`src/rtl/useq_pkg.sv`:
```
package useq_pkg;

    localparam int UA_W = 8;

    typedef enum logic [2:0] {
        NA_NEXT     = 3'd0,
        NA_JUMPK    = 3'd1,
        NA_DONE_UFN = 3'd2,
        NA_NEXT_UFN = 3'd3,
        NA_RPT_NEXT = 3'd4,
        NA_RPT_DONE = 3'd5
    } na_pair_e;

    typedef enum logic [2:0] {
        SRC_NEXT,
        SRC_JUMPK,
        SRC_DONE,
        SRC_UFN,
        SRC_REPEAT
    } src_e;

    typedef enum logic [2:0] {
        PC_NONE        = 3'd0,
        PC_EMPTY_FRAME = 3'd1,
        PC_PREV_IN     = 3'd2,
        PC_PREV_EMPTY  = 3'd3,
        PC_SLOWRET_OFF = 3'd4
    } precond_e;

    // bit positions in the general precondition vector
    localparam int GP_JREFILL = 0;
    localparam int GP_IREFILL = 1;
    localparam int GP_IRQ     = 2;
    localparam int GP_TRAPENT = 3;

    typedef struct packed {
        logic rpt;
        logic pseudo;
    } useq_flags_t;

    function automatic src_e pick_src(input logic [2:0] pair, input logic ok);
        src_e s;
        case (na_pair_e'(pair))
            NA_JUMPK:    s = ok ? SRC_JUMPK  : SRC_NEXT;
            NA_DONE_UFN: s = ok ? SRC_DONE   : SRC_UFN;
            NA_NEXT_UFN: s = ok ? SRC_NEXT   : SRC_UFN;
            NA_RPT_NEXT: s = ok ? SRC_REPEAT : SRC_NEXT;
            NA_RPT_DONE: s = ok ? SRC_REPEAT : SRC_DONE;
            default:     s = SRC_NEXT;
        endcase
        return s;
    endfunction

    function automatic logic precond_met(input logic [2:0] code, input logic [3:0] fst);
        logic m;
        case (precond_e'(code))
            PC_EMPTY_FRAME: m = fst[0];
            PC_PREV_IN:     m = fst[1];
            PC_PREV_EMPTY:  m = fst[2];
            PC_SLOWRET_OFF: m = !fst[3];
            default:        m = 1'b1;
        endcase
        return m;
    endfunction

endpackage

```
`src/rtl/useq_cond_sel.sv`:
```
module useq_cond_sel #(
    parameter int NFLAG = 12
) (
    input  logic [3:0]       code,
    input  logic [NFLAG-1:0] flags,
    output logic             cond_ok
);
    always_comb begin
        cond_ok = 1'b0;
        if (code == 4'd0) begin
            cond_ok = 1'b1;
        end else begin
            for (int i = 0; i < NFLAG; i++) begin
                if (32'(code) == i + 1) cond_ok = flags[i];
            end
        end
    end
endmodule

```
`src/rtl/useq_dispatch.sv`:
```
module useq_dispatch
    import useq_pkg::*;
#(
    parameter int              ADDR_W   = UA_W,
    parameter logic [ADDR_W-1:0] GEN_BASE = ADDR_W'(8'hE0),
    parameter logic [ADDR_W-1:0] PRE_BASE = ADDR_W'(8'hE8)
) (
    input  logic [3:0]        gen_pre,
    input  logic [2:0]        pre_code,
    input  logic [3:0]        frame_status,
    input  logic [7:0]        op_start,
    output logic [ADDR_W-1:0] disp_addr,
    output logic              disp_pseudo
);
    always_comb begin
        disp_pseudo = 1'b1;
        if (gen_pre[GP_TRAPENT])
            disp_addr = GEN_BASE;
        else if (gen_pre[GP_IRQ])
            disp_addr = GEN_BASE + ADDR_W'(1);
        else if (gen_pre[GP_JREFILL])
            disp_addr = GEN_BASE + ADDR_W'(2);
        else if (gen_pre[GP_IREFILL])
            disp_addr = GEN_BASE + ADDR_W'(3);
        else if (!precond_met(pre_code, frame_status))
            disp_addr = PRE_BASE + ADDR_W'(pre_code);
        else begin
            disp_addr   = ADDR_W'(op_start);
            disp_pseudo = 1'b0;
        end
    end
endmodule

```
`src/rtl/useq_sequencer.sv`:
```
module useq_sequencer
    import useq_pkg::*;
#(
    parameter int                ADDR_W    = UA_W,
    parameter int                NFLAG     = 12,
    parameter int                NTRAP     = 3,
    parameter logic [ADDR_W-1:0] UFN_ADDR  = ADDR_W'(8'hF0),
    parameter logic [ADDR_W-1:0] TRAP_BASE = ADDR_W'(8'hF8),
    parameter logic [ADDR_W-1:0] GEN_BASE  = ADDR_W'(8'hE0),
    parameter logic [ADDR_W-1:0] PRE_BASE  = ADDR_W'(8'hE8)
) (
    input  logic              clk,
    input  logic              rst,
    input  logic [2:0]        nxt_sel,
    input  logic [3:0]        cond_sel,
    input  logic [7:0]        k_const,
    input  logic [NFLAG-1:0]  cond_flags,
    input  logic [NTRAP-1:0]  trap_req,
    input  logic [3:0]        gen_pre,
    input  logic [7:0]        op_start,
    input  logic [2:0]        op_precond,
    input  logic [3:0]        frame_status,
    output logic [ADDR_W-1:0] uaddr_o,
    output logic              repeat_o,
    output logic              pseudo_o
);
    logic              cond_ok;
    logic [ADDR_W-1:0] disp_addr;
    logic              disp_pseudo;
    logic              trap_any;
    logic [ADDR_W-1:0] trap_addr;
    src_e              src;
    logic [ADDR_W-1:0] addr_d;
    useq_flags_t       flags_d;
    useq_flags_t       flags_q;
    logic [ADDR_W-1:0] uaddr_q;

    useq_cond_sel #(.NFLAG(NFLAG)) u_cond (
        .code    (cond_sel),
        .flags   (cond_flags),
        .cond_ok (cond_ok)
    );

    useq_dispatch #(
        .ADDR_W   (ADDR_W),
        .GEN_BASE (GEN_BASE),
        .PRE_BASE (PRE_BASE)
    ) u_disp (
        .gen_pre      (gen_pre),
        .pre_code     (op_precond),
        .frame_status (frame_status),
        .op_start     (op_start),
        .disp_addr    (disp_addr),
        .disp_pseudo  (disp_pseudo)
    );

    // lowest-numbered trap wins: scan downward so the last hit sticks
    always_comb begin
        trap_any  = |trap_req;
        trap_addr = TRAP_BASE;
        for (int i = NTRAP - 1; i >= 0; i--) begin
            if (trap_req[i]) trap_addr = TRAP_BASE + ADDR_W'(i);
        end
    end

    assign src = pick_src(nxt_sel, cond_ok);

    always_comb begin
        flags_d = '0;
        if (trap_any) begin
            addr_d = trap_addr;
        end else begin
            case (src)
                SRC_JUMPK:  addr_d = ADDR_W'(k_const);
                SRC_UFN:    addr_d = UFN_ADDR;
                SRC_REPEAT: begin
                    addr_d      = uaddr_q;
                    flags_d.rpt = 1'b1;
                end
                SRC_DONE: begin
                    addr_d         = disp_addr;
                    flags_d.pseudo = disp_pseudo;
                end
                default:    addr_d = uaddr_q + ADDR_W'(1);
            endcase
        end
    end

    always_ff @(posedge clk) begin
        if (rst) begin
            uaddr_q <= '0;
            flags_q <= '0;
        end else begin
            uaddr_q <= addr_d;
            flags_q <= flags_d;
        end
    end

    assign uaddr_o  = uaddr_q;
    assign repeat_o = flags_q.rpt;
    assign pseudo_o = flags_q.pseudo;

    assert_reset_R1: assert property (@(posedge clk)
        rst |=> (uaddr_o == '0 && !repeat_o && !pseudo_o));

    assert_jumpk_R3: assert property (@(posedge clk) disable iff (rst)
        (trap_req == '0 && nxt_sel == 3'd1 && cond_ok)
        |=> uaddr_o == ADDR_W'($past(k_const)));

    assert_ufn_R4: assert property (@(posedge clk) disable iff (rst)
        (trap_req == '0 && nxt_sel == 3'd3 && !cond_ok) |=> uaddr_o == UFN_ADDR);

    assert_repeat_hold_R5: assert property (@(posedge clk) disable iff (rst)
        repeat_o |-> uaddr_o == $past(uaddr_o));

    assert_trap_first_R7: assert property (@(posedge clk) disable iff (rst)
        trap_req[0] |=> (uaddr_o == TRAP_BASE && !repeat_o && !pseudo_o));

    assert_no_pseudo_R11: assert property (@(posedge clk) disable iff (rst)
        (trap_req == '0 && (nxt_sel == 3'd0 || nxt_sel == 3'd1 || nxt_sel == 3'd3))
        |=> !pseudo_o);

endmodule

```
`config.mk`:
```
export PLATFORM = sky130hd
export DESIGN_NAME = useq_sequencer
export DESIGN_NICKNAME = d
export VERILOG_FILES = /design/src/rtl/useq_pkg.sv /design/src/rtl/useq_cond_sel.sv /design/src/rtl/useq_dispatch.sv /design/src/rtl/useq_sequencer.sv
export SDC_FILE = /design/constraint.sdc
export NUM_CORES = 1
export LEC_CHECK = 0
export BUFFER_PORTS_ARGS = -buffer_cell sky130_fd_sc_hd__buf_2
export CAP_MARGIN = 30
export CELL_PAD_IN_SITES_DETAIL_PLACEMENT = 1
export CELL_PAD_IN_SITES_GLOBAL_PLACEMENT = 2
export CORE_MARGIN = 3
export CORE_UTILIZATION = 24
export CTS_CLUSTER_DIAMETER = 80
export DETAILED_ROUTE_END_ITERATION = 10
export PLACE_DENSITY_LB_ADDON = 0.1
export SYNTH_ARGS = -nofsm -noshare
export SYNTH_HDL_FRONTEND = slang
export SYNTH_SLANG_ARGS = --single-unit
```
`constraint.sdc`:
```
create_clock -name clk -period 7.19 [get_ports clk]
set_input_delay 1.0785 -clock clk [delete_from_list [all_inputs] [get_ports clk]]
set_output_delay 1.0785 -clock clk [all_outputs]
set_load 0.01 [all_outputs]
```
# Yosys cells after proc, flatten, opt, wreduce, memory -nomap -nowiden
# Cells that the tools add are included.
# word_totals
output_inout_bits,10
inputBits,51
elab_cells,77
reg_bits,10
# classes
eq_ne,26
n_mux,40
reduce_logical,5
n_addsub,2
bitwise_logic,1
# ops
op,count
$mux W8,8
$pmux W8 S4,1
$mux W1,25
$eq A4 B4 Y1 const B,5
$eq A3 B2 Y1 const B,6
$eq A4 B3 Y1 const B,4
$pmux W3 S5,1
$eq A3 B3 Y1 const B,4
$eq A3 B1 Y1 const B,3
$add A8 B1 Y8 const B,1
$eq A4 B2 Y1 const B,2
$add A6 B4 Y7 const A,1
$mux W3,2
$reduce_or A5 Y1,1
$eq A4 B1 Y1 const B,1
$logic_not A4 Y1,1
$mux W2,2
$pmux W1 S4,1
$reduce_or A4 Y1,1
$reduce_or A3 Y1,1
$ne A2 B2 Y1 const B,1
$logic_not A1 Y1,1
$not A1 Y1,1

# Depth between registers and ports, before layout
# Gate-level depths: netlist (run 1).
# depth
depth_word,19
depth_mapped,9
ltp_nobuf,7

# By module
# From an unflattened synthesis (run 1), not the netlist that was laid out.
# unflattened
hier_cells,141
area_unflattened_um2,1107.3
# modules_own_cells
mod,seq_area_each_um2,n_inst,cells_each,area_per_inst_um2
useq_sequencer,200.2,1,99,778.2
useq_dispatch,0.0,1,30,205.2
useq_cond_sel,0.0,1,12,123.9

# Worst setup path after synthesis (run 1)
# Ideal clock, no wire load.
# synth_timing
path_kind,input to register
startpoint,input port cond_sel[0]
endpoint,register uaddr_q[1] (netlist: uaddr_o[1])
arrival_ns,2.900
stages,9
required_ns,7.076
path_buffers,2
setup_ns,0.114
setup_slack_ns,4.176
cell_sequence,buf_6 mux2i_1 a211oi_1 nor4_1 or4_1 buf_6 and3b_1 a32o_1 a21o_1
# synth_via
elab_chain_len,19
elab_cells_between_ends,39
classes_between,eq/ne: 17; mux: 21; reduce/logical: 1
# synth_rtl
element,line_no,source
from (decl),useq_sequencer.sv:15,"input logic [3:0] cond_sel,"
$eq A4 B1 Y1,useq_cond_sel.sv:14,if (32'(code) == i + 1) cond_ok = flags[i];
$mux W1 (12 in series),useq_cond_sel.sv:14,
$mux W1 *,useq_cond_sel.sv:10,if (code == 4'd0) begin
"$mux W2, or another cell as far along",useq_pkg.sv:46,NA_NEXT_UFN: s = ok ? SRC_NEXT : SRC_UFN;
$pmux W3 S5 *,useq_pkg.sv:43,case (na_pair_e'(pair))
"$eq A3 B2 Y1, or another cell as far along",useq_sequencer.sv:73,case (src)
$pmux W8 S4,useq_sequencer.sv:73,
$mux W8,useq_sequencer.sv:70,if (trap_any) begin
to (signal assigned),useq_sequencer.sv:94,uaddr_q <= addr_d;
to (decl),useq_sequencer.sv:36,logic [ADDR_W-1:0] uaddr_q;
# Mark *: on every way between the ends. The rest lies on a longest branch, timed or not.
# A chain may end at the register's enable or synchronous reset.

# Worst setup path after layout (run 1)
# layout_timing
startpoint,input port cond_sel[0]
endpoint,register uaddr_q[3] (netlist: uaddr_o[3])
# Same word-level chain as after synthesis.

==> reports/metrics.csv, run 1 <==
stage,metric,value,unit
run_status,status,completed,
cells_and_area,design.final.nets,251,
critical_path,critPathArrivalTime,3.23,ns
routing,wl_per_cell,15.6,um
critical_path,timing.critical_path.cells,"buf_2, mux2i_1, nor2_1, or4_4, and4_1, nor3b_4, nand2_1, a311oi_1",
logic_synthesis,seq_total_area_yosys,18.6,%
routing,route.detailed.vias_per_inst,5.40,
place,hpwlAfterDp,3280,um
critical_path,cp.required,7.33,ns
logic_synthesis,synth_nets,189,
cells_and_area,design_area,1450,um^2
routing,route.met3.wl,201,um
critical_path,crit_fanout,8,
logic_synthesis,syn-instance-count,137,
logic_synthesis,synth_largest_type_area_fraction,18.6,%
sta,timing.final.max_slew_violations,0,
routing,route.detailed.drc,0,
critical_path,critPathMaxStageDelay,0.54,ns
routing,highest-signal-layer,met4,
sta,slew_at_the_pin_with_the_worst_max_slew_slack,0.595,ns
place,portBuffers,60,
sta,worst_slew_margin_rel,60.0,%
sta,final_hold_viol_count,0,
floorplan,io_pins,61,
global_routing,globalRoute.totalOverflow,0,
clock_network,hold_buffers,0,
critical_path,timing.critical_path.slowest_stage_cell,sky130_fd_sc_hd__or4_4,
logic_synthesis,yosys_warnings,0,
logic_synthesis,post_synthesis_cell_area,1070,um^2
sta,post-route-min-period,3.08,ns
logic_synthesis,synth.avg_cell_area,7.85,um^2
global_routing,total_routing_usage_reported_by_global_routing,14.7,%
power,report.power.total,0.180,mW
logic_synthesis,postSynth.asyncResetShare,0,%
global_routing,grt_pass1_vias,1349,
logic_synthesis,ys_ff_latch,10,
clock_network,tritoncts.num_buffers,3,
routing,routed_wl,3850,um
place,gp_routability_congestion,0.773,
critical_path,critical_path.reg2reg.endpoint,uaddr_o[2],
routing,met1Wirelength,1740,um
routing,detailedRoute.firstPassIterationCount,4,
logic_synthesis,synth_area_leaders,"sky130_fd_sc_hd__dfxtp_1 (19%), sky130_fd_sc_hd__mux2i_1 (5.6%), sky130_fd_sc_hd__nor2_1 (4.9%), sky130_fd_sc_hd__nand2_1 (4.5%), sky130_fd_sc_hd__xnor2_1 (3.3%)",
critical_path,reg2reg_depth,4,
logic_synthesis,synth_edf_count,0,
cells_and_area,num_antenna_cells,0,
hold_path,hp-start,uaddr_o[7],
clock_network,cts_root_buffer,sky130_fd_sc_hd__clkbuf_8,
clock_network,cts_setup_buffers,0,
sta,final.setup_skew,0.00260,ns
hold_path,min_path_type,reg2reg,
floorplan,initial_utilization,25.8,%
routing,initialDrtViolationCount,45,
sta,holdWs,0.557,ns
routing,antenna_violating_nets_post_route,0,
sta,setup-violations-final,0,
global_routing,initial_antenna_violation_count,0,
routing,detailroute.via_count,1334,
power,p_leak,0.657,nW
hold_path,hold-path-cell-count,2,
clock_network,insertion_delay,0.24,ns
sta,grt_setup_unrepaired,false,
sta,fin_crit_sh,42.9,%
floorplan,fp.coreArea,4170,um^2
clock_network,cts.htree.levels,1,
global_routing,maximum_number_of_pins_on_one_net_before_global_route_repair,11,
run,max_cap_violations,0,
critical_path,crit_end_element,register,
clock_network,cts_tree,built,
floorplan,chip_width,72.9,um
logic_synthesis,synth_cell_type_count,51,
logic_synthesis,yosys.area.top_type,sky130_fd_sc_hd__dfxtp_1,
critical_path,worst-setup-path-type,in2reg,
cells_and_area,layoutNonFillerInstCount,247,
clock_network,clkSinkCount,10,
sta,max_freq,0.324,GHz
critical_path,origin_of_the_critical_flop_to_flop_path,uaddr_o[0],
place,placedInstanceArea,1400,um^2
power,worst_ir_drop_vdd,30.0,uV
critical_path,reg2reg_setup_slack,5.53,ns
power,power_density_cells,125,nW/um^2
floorplan,die_height,72.9,um
logic_synthesis,dominantRegCellSynth,sky130_fd_sc_hd__dfxtp_1,
clock_network,clk_pin_slew,0.05,ns
hold_path,sink_of_the_worst_hold_path,uaddr_o[7],
clock_network,clock_tree_buffer_depth,2,
global_routing,first_pass_grt_wire_length,6260,um
place,placed_cells,244,
clock_network,cts_resized,0,
cells_and_area,syn_to_final_growth,34.5,%
sta,setup-tns-final,0,ns
floorplan,row_count,23,
routing,wl_met2,1850,um
critical_path,critPathLaunchType,input port,
cells_and_area,post_route_cells_drive_above_1_share,35.5,%
floorplan,fp.dieArea,5320,um^2
-- routing by layer --
layer / track usage, % / vias to the layer above
li1: - / 662
met1: 18.4 / 623
met2: 25.6 / 42
met3: 1.79 / 7
met4: 5.33 / 0
met5: 0 / -
-- synth_stat cells (all sizes together), types with 4 or more instances --
cell,count
nand2b,4
dfxtp,10
xnor2,4
nand3,5
a211oi,4
nor4,4
nand2,13
mux2i,6
nor3b,4
nor2,14
nor3,4
a31oi,5
-- how the worst max path moves through the flow --
stage | start | end | slack (ns)
after global routing | cond_sel[0] | uaddr_o[3] | 3.96
after global placement | cond_sel[0] | uaddr_o[1] | 3.92
final | cond_sel[0] | uaddr_o[3] | 4.11
after floorplan | cond_sel[0] | uaddr_o[1] | 4.18
after CTS | cond_sel[0] | uaddr_o[3] | 4.10
after detailed placement | cond_sel[0] | uaddr_o[3] | 3.85
-- layout by cell type, fill, tap and decap left out, types with 3 or more instances in the layout --
cell and n:
sky130_fd_sc_hd__a21oi_1 3, sky130_fd_sc_hd__nor3_1 4, sky130_fd_sc_hd__mux2i_1 6, sky130_fd_sc_hd__nand2b_1 4, sky130_fd_sc_hd__clkbuf_8 3, sky130_fd_sc_hd__nor2_1 14, sky130_fd_sc_hd__nor2b_1 3, sky130_fd_sc_hd__nor4_1 4
sky130_fd_sc_hd__a211oi_1 4, sky130_fd_sc_hd__nand2_1 13, sky130_fd_sc_hd__dfxtp_1 10, sky130_fd_sc_hd__buf_2 60, sky130_fd_sc_hd__o21bai_1 3, sky130_fd_sc_hd__a31oi_1 5, sky130_fd_sc_hd__a22oi_1 3, sky130_fd_sc_hd__nor3b_1 3
sky130_fd_sc_hd__a41oi_1 3, sky130_fd_sc_hd__xnor2_1 4, sky130_fd_sc_hd__nand3_1 5
-- area by class of cell --
cell class	instances	area, um^2
Inverter	2	7.51
Tap cell	50	62.6
Multi-Input combinational cell	122	833
Timing Repair Buffer	60	300
Sequential cell	10	200
Clock buffer	3	41.3
Fill cell	514	2730
-- flip-flops by register name, summed over array words and instances (netlist names) --
name      count
pseudo_o      1
repeat_o      1
uaddr_o       8
-- logic make-up (layout without fill, tap and decap cells) --
| group | count (synthesis) | after routing | share of synthesized area, % |
|---|---|---|---|
| buffers and inverters | 5 | 65 | 3.84 |
| adder cells (fa/ha/maj) | 1 | 1 | 1.16 |
| XOR/XNOR | 5 | 5 | 4.07 |
| AO/OA/AOI/OAI | 42 | 42 | 29.8 |
| multiplexers | 8 | 8 | 7.68 |
| AND/OR/NAND/NOR | 66 | 66 | 34.8 |
| flip-flops | 10 | 10 | 18.6 |
-- per-stage QoR --
stage          worst slack (ns)  util, %
2_1_floorplan              4.18        -
3_3_place_gp               3.92     33.6
3_5_place_dp               3.85     33.6
4_1_cts                    4.10     34.6
5_1_grt                    3.96     34.6
6_report                   4.11     34.6
-- worst max-delay path, delay by kind of cell --
family,cells,cell delay (ns)
simple gates,5,1.49
compound gates,1,0.27
mux,1,0.20
buf+inv,1,0.17
-- where the power goes --
part | switching [mW] | internal (mW)
Combinational | 0.0311 | 0.0285
Sequential | 0.00362 | 0.0585
Clock | 0.0218 | 0.0367
(Power assumes the default switching activity.)
==> inputs of run 2 (changes only) <==
- CORE_UTILIZATION: 24 -> 20
- clock period: 7.19 -> 2.75 ns (I/O delays scaled with it)
==> reports/metrics.csv, run 2 (synthesized netlist as in run 1, its figures left out) <==
stage,metric,value,unit,change
floorplan,io_pins,61,,unchanged
sta,grt_setup_unrepaired,false,,
global_routing,grt_pass1_vias,1432,,+6.2%
global_routing,total_routing_usage_reported_by_global_routing,13.3,%,-1.4 points
sta,max_freq,0.430,GHz,
global_routing,globalRoute.totalOverflow,0,,unchanged
clock_network,insertion_delay,0.24,ns,about the same
routing,route.detailed.drc,0,,unchanged
critical_path,worst-setup-path-type,in2reg,,
global_routing,maximum_number_of_pins_on_one_net_before_global_route_repair,10,,-1
place,portBuffers,60,,unchanged
routing,antenna_violating_nets_post_route,0,,unchanged
routing,routed_wl,4030,um,+4.8%
critical_path,cp.required,2.90,ns,-4.43 ns
clock_network,cts_root_buffer,sky130_fd_sc_hd__clkbuf_8,,
power,report.power.total,0.509,mW,+180%
clock_network,clk_pin_slew,0.05,ns,about the same
clock_network,clock_tree_buffer_depth,2,,unchanged
cells_and_area,final_cell_mix,"sky130_fd_sc_hd__buf_2 (60), sky130_fd_sc_hd__nor2_1 (14), sky130_fd_sc_hd__nand2_1 (13)",,
sta,setup-violations-final,0,,unchanged
floorplan,die_height,79.3,um,+8.8%
sta,final_hold_viol_count,0,,unchanged
critical_path,critPathArrivalTime,2.47,ns,-0.76 ns
floorplan,initial_utilization,20.9,%,-4.8 points
cells_and_area,num_antenna_cells,0,,unchanged
power,power_density_cells,340,nW/um^2,+170%
clock_network,clkSinkCount,10,,unchanged
sta,worst_slew_margin_rel,55.7,%,-4.3 points
routing,route.detailed.vias_per_inst,4.97,,-8.0%
run,max_cap_violations,0,,unchanged
hold_path,min_path_type,in2reg,,
sta,timing.final.max_slew_violations,0,,unchanged
place,gp_routability_congestion,0.777,,+0.56%
sta,slew_at_the_pin_with_the_worst_max_slew_slack,0.659,ns,+0.0638 ns
cells_and_area,post_route_cells_drive_above_1_share,36.5,%,+0.97 points
clock_network,cts.htree.levels,1,,unchanged
routing,detailedRoute.firstPassIterationCount,4,,unchanged
sta,final.setup_skew,0.00286,ns,+0.000253 ns
power,worst_ir_drop_vdd,88.4,uV,+190%
floorplan,row_count,26,,+13%
critical_path,crit_end_element,register,,
floorplan,chip_width,79.3,um,+8.8%
clock_network,tritoncts.num_buffers,3,,unchanged
routing,wl_per_cell,14.9,um,-4.1%
sta,fin_crit_sh,84.6,%,
clock_network,hold_buffers,0,,unchanged
floorplan,fp.dieArea,6290,um^2,+18%
sta,post-route-min-period,2.33,ns,
routing,detailroute.via_count,1342,,+0.60%
cells_and_area,number_of_flip_flops_in_the_largest_register,8,,unchanged
power,p_leak,0.673,nW,+2.5%
critical_path,reg2reg_setup_slack,1.03,ns,-4.50 ns
clock_network,cts_tree,built,,
clock_network,cts_resized,0,,unchanged
critical_path,crit_fanout,7,,-1
cells_and_area,mostFrequentLayoutCell,sky130_fd_sc_hd__buf_2,,
floorplan,fp.coreArea,5140,um^2,+23%
clock_network,cts_setup_buffers,0,,unchanged
cells_and_area,syn_to_final_growth,39.5,%,
routing,initialDrtViolationCount,60,,+33%
run_status,status,completed,,
place,hpwlAfterDp,3440,um,+5.0%
cells_and_area,design.final.nets,253,,+0.80%
sta,setup-tns-final,0,ns,unchanged
global_routing,initial_antenna_violation_count,0,,unchanged
critical_path,critPathLaunchType,input port,,
global_routing,first_pass_grt_wire_length,6750,um,+7.8%
run 2: through the flow:
step | area, um^2 | hold slack [ns] | worst slack (ns) | instances | utilization (%)
2_1_floorplan | 1070 | 0.485 | 0.402 | 137 | -
3_3_place_gp | 1440 | 0.518 | 0.138 | 266 | 28.1
3_5_place_dp | 1440 | 0.536 | 0.128 | 266 | 28.1
4_1_cts | 1500 | 0.464 | 0.385 | 270 | 29.2
5_1_grt | 1500 | 0.479 | 0.124 | 270 | 29.2
6_report | 1500 | 0.465 | 0.423 | 270 | 29.2
run 2: critical path: stages:
cell                       delay [ns]
sky130_fd_sc_hd__buf_2           0.18
sky130_fd_sc_hd__mux2i_1         0.21
sky130_fd_sc_hd__nor2_1          0.07
sky130_fd_sc_hd__nor4_1          0.59
sky130_fd_sc_hd__o211ai_1        0.26
sky130_fd_sc_hd__nand2_1         0.27
sky130_fd_sc_hd__o211ai_1        0.19
sky130_fd_sc_hd__a311oi_1        0.30
run 2: final cells by class:
type | count | area [um^2]
inverters | 2 | 7.51
flip-flops and latches | 10 | 200
repair buffers | 62 | 315
well taps | 70 | 87.6
fillers | 679 | 3640
multi-input cells | 122 | 833
clock buffers | 4 | 55.1
run 2: worst paths after layout:
path,cells after the start,to,startpoint
max,8,uaddr_o[3],cond_sel[0]
min,2,uaddr_o[3],rst
max reg2reg,4,uaddr_o[2],uaddr_o[0]
min reg2reg,2,uaddr_o[4],uaddr_o[4]
run 2: power breakdown:
part	switching (mW)	total [mW]	internal, mW
combinational	0.0830	0.160	0.0767
sequential	0.00937	0.162	0.153
clock	0.0610	0.187	0.126
total	0.153	0.509	0.356
run 2: per-layer routing:
metal	up-vias	global-route usage [%]	wire length (um)
met5	-	0	0
met4	0	3.61	39
met3	4	1.81	219
met2	39	23.7	2020
met1	628	16.5	1750
li1	671	-	-
==> inputs of run 3 (changes only) <==
- ABC_AREA: unset -> 1
- clock period: 2.75 -> 2.2 ns (I/O delays scaled with it)
==> reports/metrics.csv, run 3 <==
stage,metric,value,unit,change
clock_network,cts.htree.levels,1,,unchanged
logic_synthesis,dominantRegCellSynth,sky130_fd_sc_hd__dfxtp_1,,
critical_path,cpMostUsedCell,sky130_fd_sc_hd__nand2_1,,
logic_synthesis,yosys_warnings,0,,unchanged
critical_path,critical_path.reg2reg.endpoint,uaddr_o[7],,
sta,grt_setup_unrepaired,false,,
global_routing,maximum_number_of_pins_on_one_net_before_global_route_repair,14,,+4
cells_and_area,number_of_flip_flops_in_the_largest_register,8,,unchanged
place,gp_routability_congestion,0.769,,-1.0%
logic_synthesis,post_synthesis_cell_area,1050,um^2,-2.1%
cells_and_area,syn_to_final_growth,39.0,%,
routing,route.detailed.drc,0,,unchanged
critical_path,worst-setup-path-type,in2reg,,
clock_network,cts_setup_buffers,0,,unchanged
global_routing,total_routing_usage_reported_by_global_routing,11.9,%,-1.4 points
global_routing,initial_antenna_violation_count,0,,unchanged
logic_synthesis,syn-instance-count,183,,+34%
logic_synthesis,yosysMostFrequentCell,sky130_fd_sc_hd__nand2_1,,
clock_network,cts_resized,0,,unchanged
clock_network,clkSinkCount,10,,unchanged
critical_path,critPathArrivalTime,1.88,ns,-0.59 ns
routing,initialDrtViolationCount,20,,-67%
place,placedInstanceArea,1420,um^2,-1.6%
logic_synthesis,synth.avg_cell_area,5.75,um^2,-27%
routing,antenna_violating_nets_post_route,0,,unchanged
cells_and_area,fillCellCount,683,,+0.59%
sta,setup-violations-final,0,,unchanged
cells_and_area,num_antenna_cells,0,,unchanged
logic_synthesis,seq_total_area_yosys,19.0,%,+0.40 points
critical_path,critical_path_buf_inv_count,4,,+3
sta,fin_crit_sh,79.4,%,
logic_synthesis,ys_ff_latch,10,,unchanged
cells_and_area,mostFrequentLayoutCell,sky130_fd_sc_hd__buf_2,,
critical_path,reg2reg_depth,7,,+3
sta,setup-tns-final,0,ns,unchanged
place,hpwlAfterDp,3230,um,-6.2%
sta,max_freq,0.572,GHz,
floorplan,io_pins,61,,unchanged
sta,worst_slew_margin_rel,66.0,%,+10 points
global_routing,grt_pass1_vias,1346,,-6.0%
logic_synthesis,synth_edf_count,0,,unchanged
floorplan,fp.coreArea,4910,um^2,-4.5%
routing,wl_per_cell,11.7,um,-22%
sta,post-route-min-period,1.75,ns,
logic_synthesis,synth_commonest_cells,"sky130_fd_sc_hd__nand2_1 (39), sky130_fd_sc_hd__inv_1 (31), sky130_fd_sc_hd__nand3_1 (30)",,
clock_network,clk_pin_slew,0.05,ns,about the same
routing,detailroute.via_count,1324,,-1.3%
clock_network,clock_tree_buffer_depth,2,,unchanged
floorplan,initial_utilization,21.4,%,+0.52 points
cells_and_area,design_area,1460,um^2,-2.4%
run_status,status,completed,,
logic_synthesis,synth_largest_type_area_fraction,19.0,%,+0.40 points
cells_and_area,post_route_cells_drive_above_1_share,31.4,%,-5.1 points
logic_synthesis,synth_nets,235,,+24%
critical_path,crit_fanout,13,,+6
cells_and_area,area.sequential,200,um^2,unchanged
sta,final_hold_viol_count,0,,unchanged
critical_path,reg2reg_setup_slack,0.73,ns,-0.30 ns
hold_path,sink_of_the_worst_hold_path,pseudo_o,,
cells_and_area,multi_input_logic_area,706,um^2,-15%
logic_synthesis,yosys.area.top_type,sky130_fd_sc_hd__dfxtp_1,,
critical_path,critPathLaunchType,input port,,
floorplan,row_count,25,,-3.8%
routing,routed_wl,3650,um,-9.4%
floorplan,fp.dieArea,6170,um^2,-1.9%
critical_path,critPathMaxStageDelay,0.19,ns,-0.40 ns
floorplan,chip_width,78.5,um,-0.97%
floorplan,die_height,78.5,um,-0.97%
sta,final.setup_skew,0.00313,ns,+0.000270 ns
critical_path,path_delay_family,simple AND/OR/NAND/NOR gates,,
hold_path,min_path_type,in2reg,,
critical_path,crit_end_element,register,,
global_routing,first_pass_grt_wire_length,5950,um,-12%
clock_network,cts_root_buffer,sky130_fd_sc_hd__clkbuf_8,,
hold_path,hold-path-cell-count,2,,unchanged
cells_and_area,final_cell_mix,"sky130_fd_sc_hd__buf_2 (60), sky130_fd_sc_hd__nand2_1 (39), sky130_fd_sc_hd__inv_1 (31)",,
critical_path,origin_of_the_critical_flop_to_flop_path,uaddr_o[2],,
power,power_density_cells,396,nW/um^2,+16%
critical_path,timing.critical_path.cells,"buf_2, inv_2, or2_0, nand2_1, nand3_1, nand2_2, nand2_2, nand2_1, nand2_1, nand2_1, inv_1, nand3_1, nand3_1, nand2_1, inv_1",,
clock_network,tritoncts.num_buffers,3,,unchanged
routing,detailedRoute.firstPassIterationCount,3,,-1
sta,slew_at_the_pin_with_the_worst_max_slew_slack,0.506,ns,-0.152 ns
run,max_cap_violations,0,,unchanged
power,worst_ir_drop_vdd,103,uV,+17%
routing,route.detailed.vias_per_inst,4.24,,-15%
clock_network,hold_buffers,0,,unchanged
cells_and_area,layout.core_utilization,29.8,%,+0.62 points
critical_path,cp.required,2.34,ns,-0.56 ns
power,p_leak,0.809,nW,+20%
clock_network,cts_tree,built,,
logic_synthesis,synth_area_leaders,"sky130_fd_sc_hd__dfxtp_1 (19%), sky130_fd_sc_hd__nand3_1 (14%), sky130_fd_sc_hd__nand2_1 (14%), sky130_fd_sc_hd__inv_1 (11%), sky130_fd_sc_hd__nor2_1 (6.8%)",,
sta,timing.final.max_slew_violations,0,,unchanged
logic_synthesis,postSynth.asyncResetShare,0,%,unchanged
place,portBuffers,60,,unchanged
global_routing,globalRoute.totalOverflow,0,,unchanged
cells_and_area,design.final.nets,299,,+18%
logic_synthesis,synth_cell_type_count,27,,-47%
critical_path,timing.critical_path.slowest_stage_cell,sky130_fd_sc_hd__or2_0,,
hold_path,hp-start,rst,,
clock_network,insertion_delay,0.23,ns,about the same
run 3: cell count changes in the layout (fill, tap and decap cells not counted), sizes merged, moves of 6 or more:
cell,before,now
nand3,5,31
nand4,0,6
nor2,14,22
inv,2,33
nand2,13,43
mux2i,6,0
o21ai,3,12
run 3: logic make-up after synthesis:
group / synth area share, %
compound gates: 13.9
fa+ha+maj: 1.19
simple gates: 48.6
buf+inv: 13.9
xor+xnor: 3.33
flops: 19.0
run 3: worst register-to-register path, cell delays in order (launching register included):
cell	delay, ns
sky130_fd_sc_hd__dfxtp_1	0.43
sky130_fd_sc_hd__nand4_1	0.16
sky130_fd_sc_hd__nor2_1	0.18
sky130_fd_sc_hd__nand3_1	0.11
sky130_fd_sc_hd__or2_2	0.28
sky130_fd_sc_hd__a21oi_1	0.13
sky130_fd_sc_hd__nor2_1	0.06
sky130_fd_sc_hd__nor2_1	0.07
run 3: how the worst max path moves through the flow:
stage / start / to / depth (start not counted)
2_1_floorplan: cond_sel[0] / uaddr_o[4] / 13
3_3_place_gp: cond_sel[1] / uaddr_o[3] / 13
3_5_place_dp: cond_sel[0] / uaddr_o[3] / 15
4_1_cts: cond_sel[0] / uaddr_o[3] / 15
5_1_grt: cond_sel[1] / uaddr_o[3] / 14
6_report: cond_sel[0] / uaddr_o[3] / 15
run 3: routing by layer:
layer / wire length, um / up-vias / global-route usage [%] / part of all wire [%]
li1: - / 718 / - / -
met1: 1650 / 573 / 14.6 / 45
met2: 1800 / 31 / 20.6 / 49
met3: 182 / 2 / 1.83 / 5.0
met4: 24 / 0 / 4.72 / 0.66
met5: 0 / - / 0 / 0
run 3: area by class of cell:
class                           count  share of cell area, %
Timing Repair Buffer               61                   21.0
Sequential cell                    10                   13.7
Multi-Input combinational cell    138                   48.2
Tap cell                           67                   5.73
Clock buffer                        3                   2.82
Inverter                           33                   8.47
run 3: power by group:
| part | switching [mW] | internal [mW] | leakage [nW] |
|---|---|---|---|
| clock network | 0.0687 | 0.120 | 0.0216 |
| logic | 0.109 | 0.0800 | 0.704 |
| registers | 0.0106 | 0.191 | 0.0828 |
| total | 0.188 | 0.391 | 0.809 |
run 3: through the flow:
stage	instances	power, mW	worst slack [ns]	hold WS [ns]
after floorplan	183	0.316	0.572	0.408
after global placement	309	0.399	0.171	0.526
after detailed placement	309	0.398	0.168	0.532
after CTS	312	0.591	0.419	0.344
after global routing	312	0.619	0.162	0.367
final	312	0.579	0.453	0.347
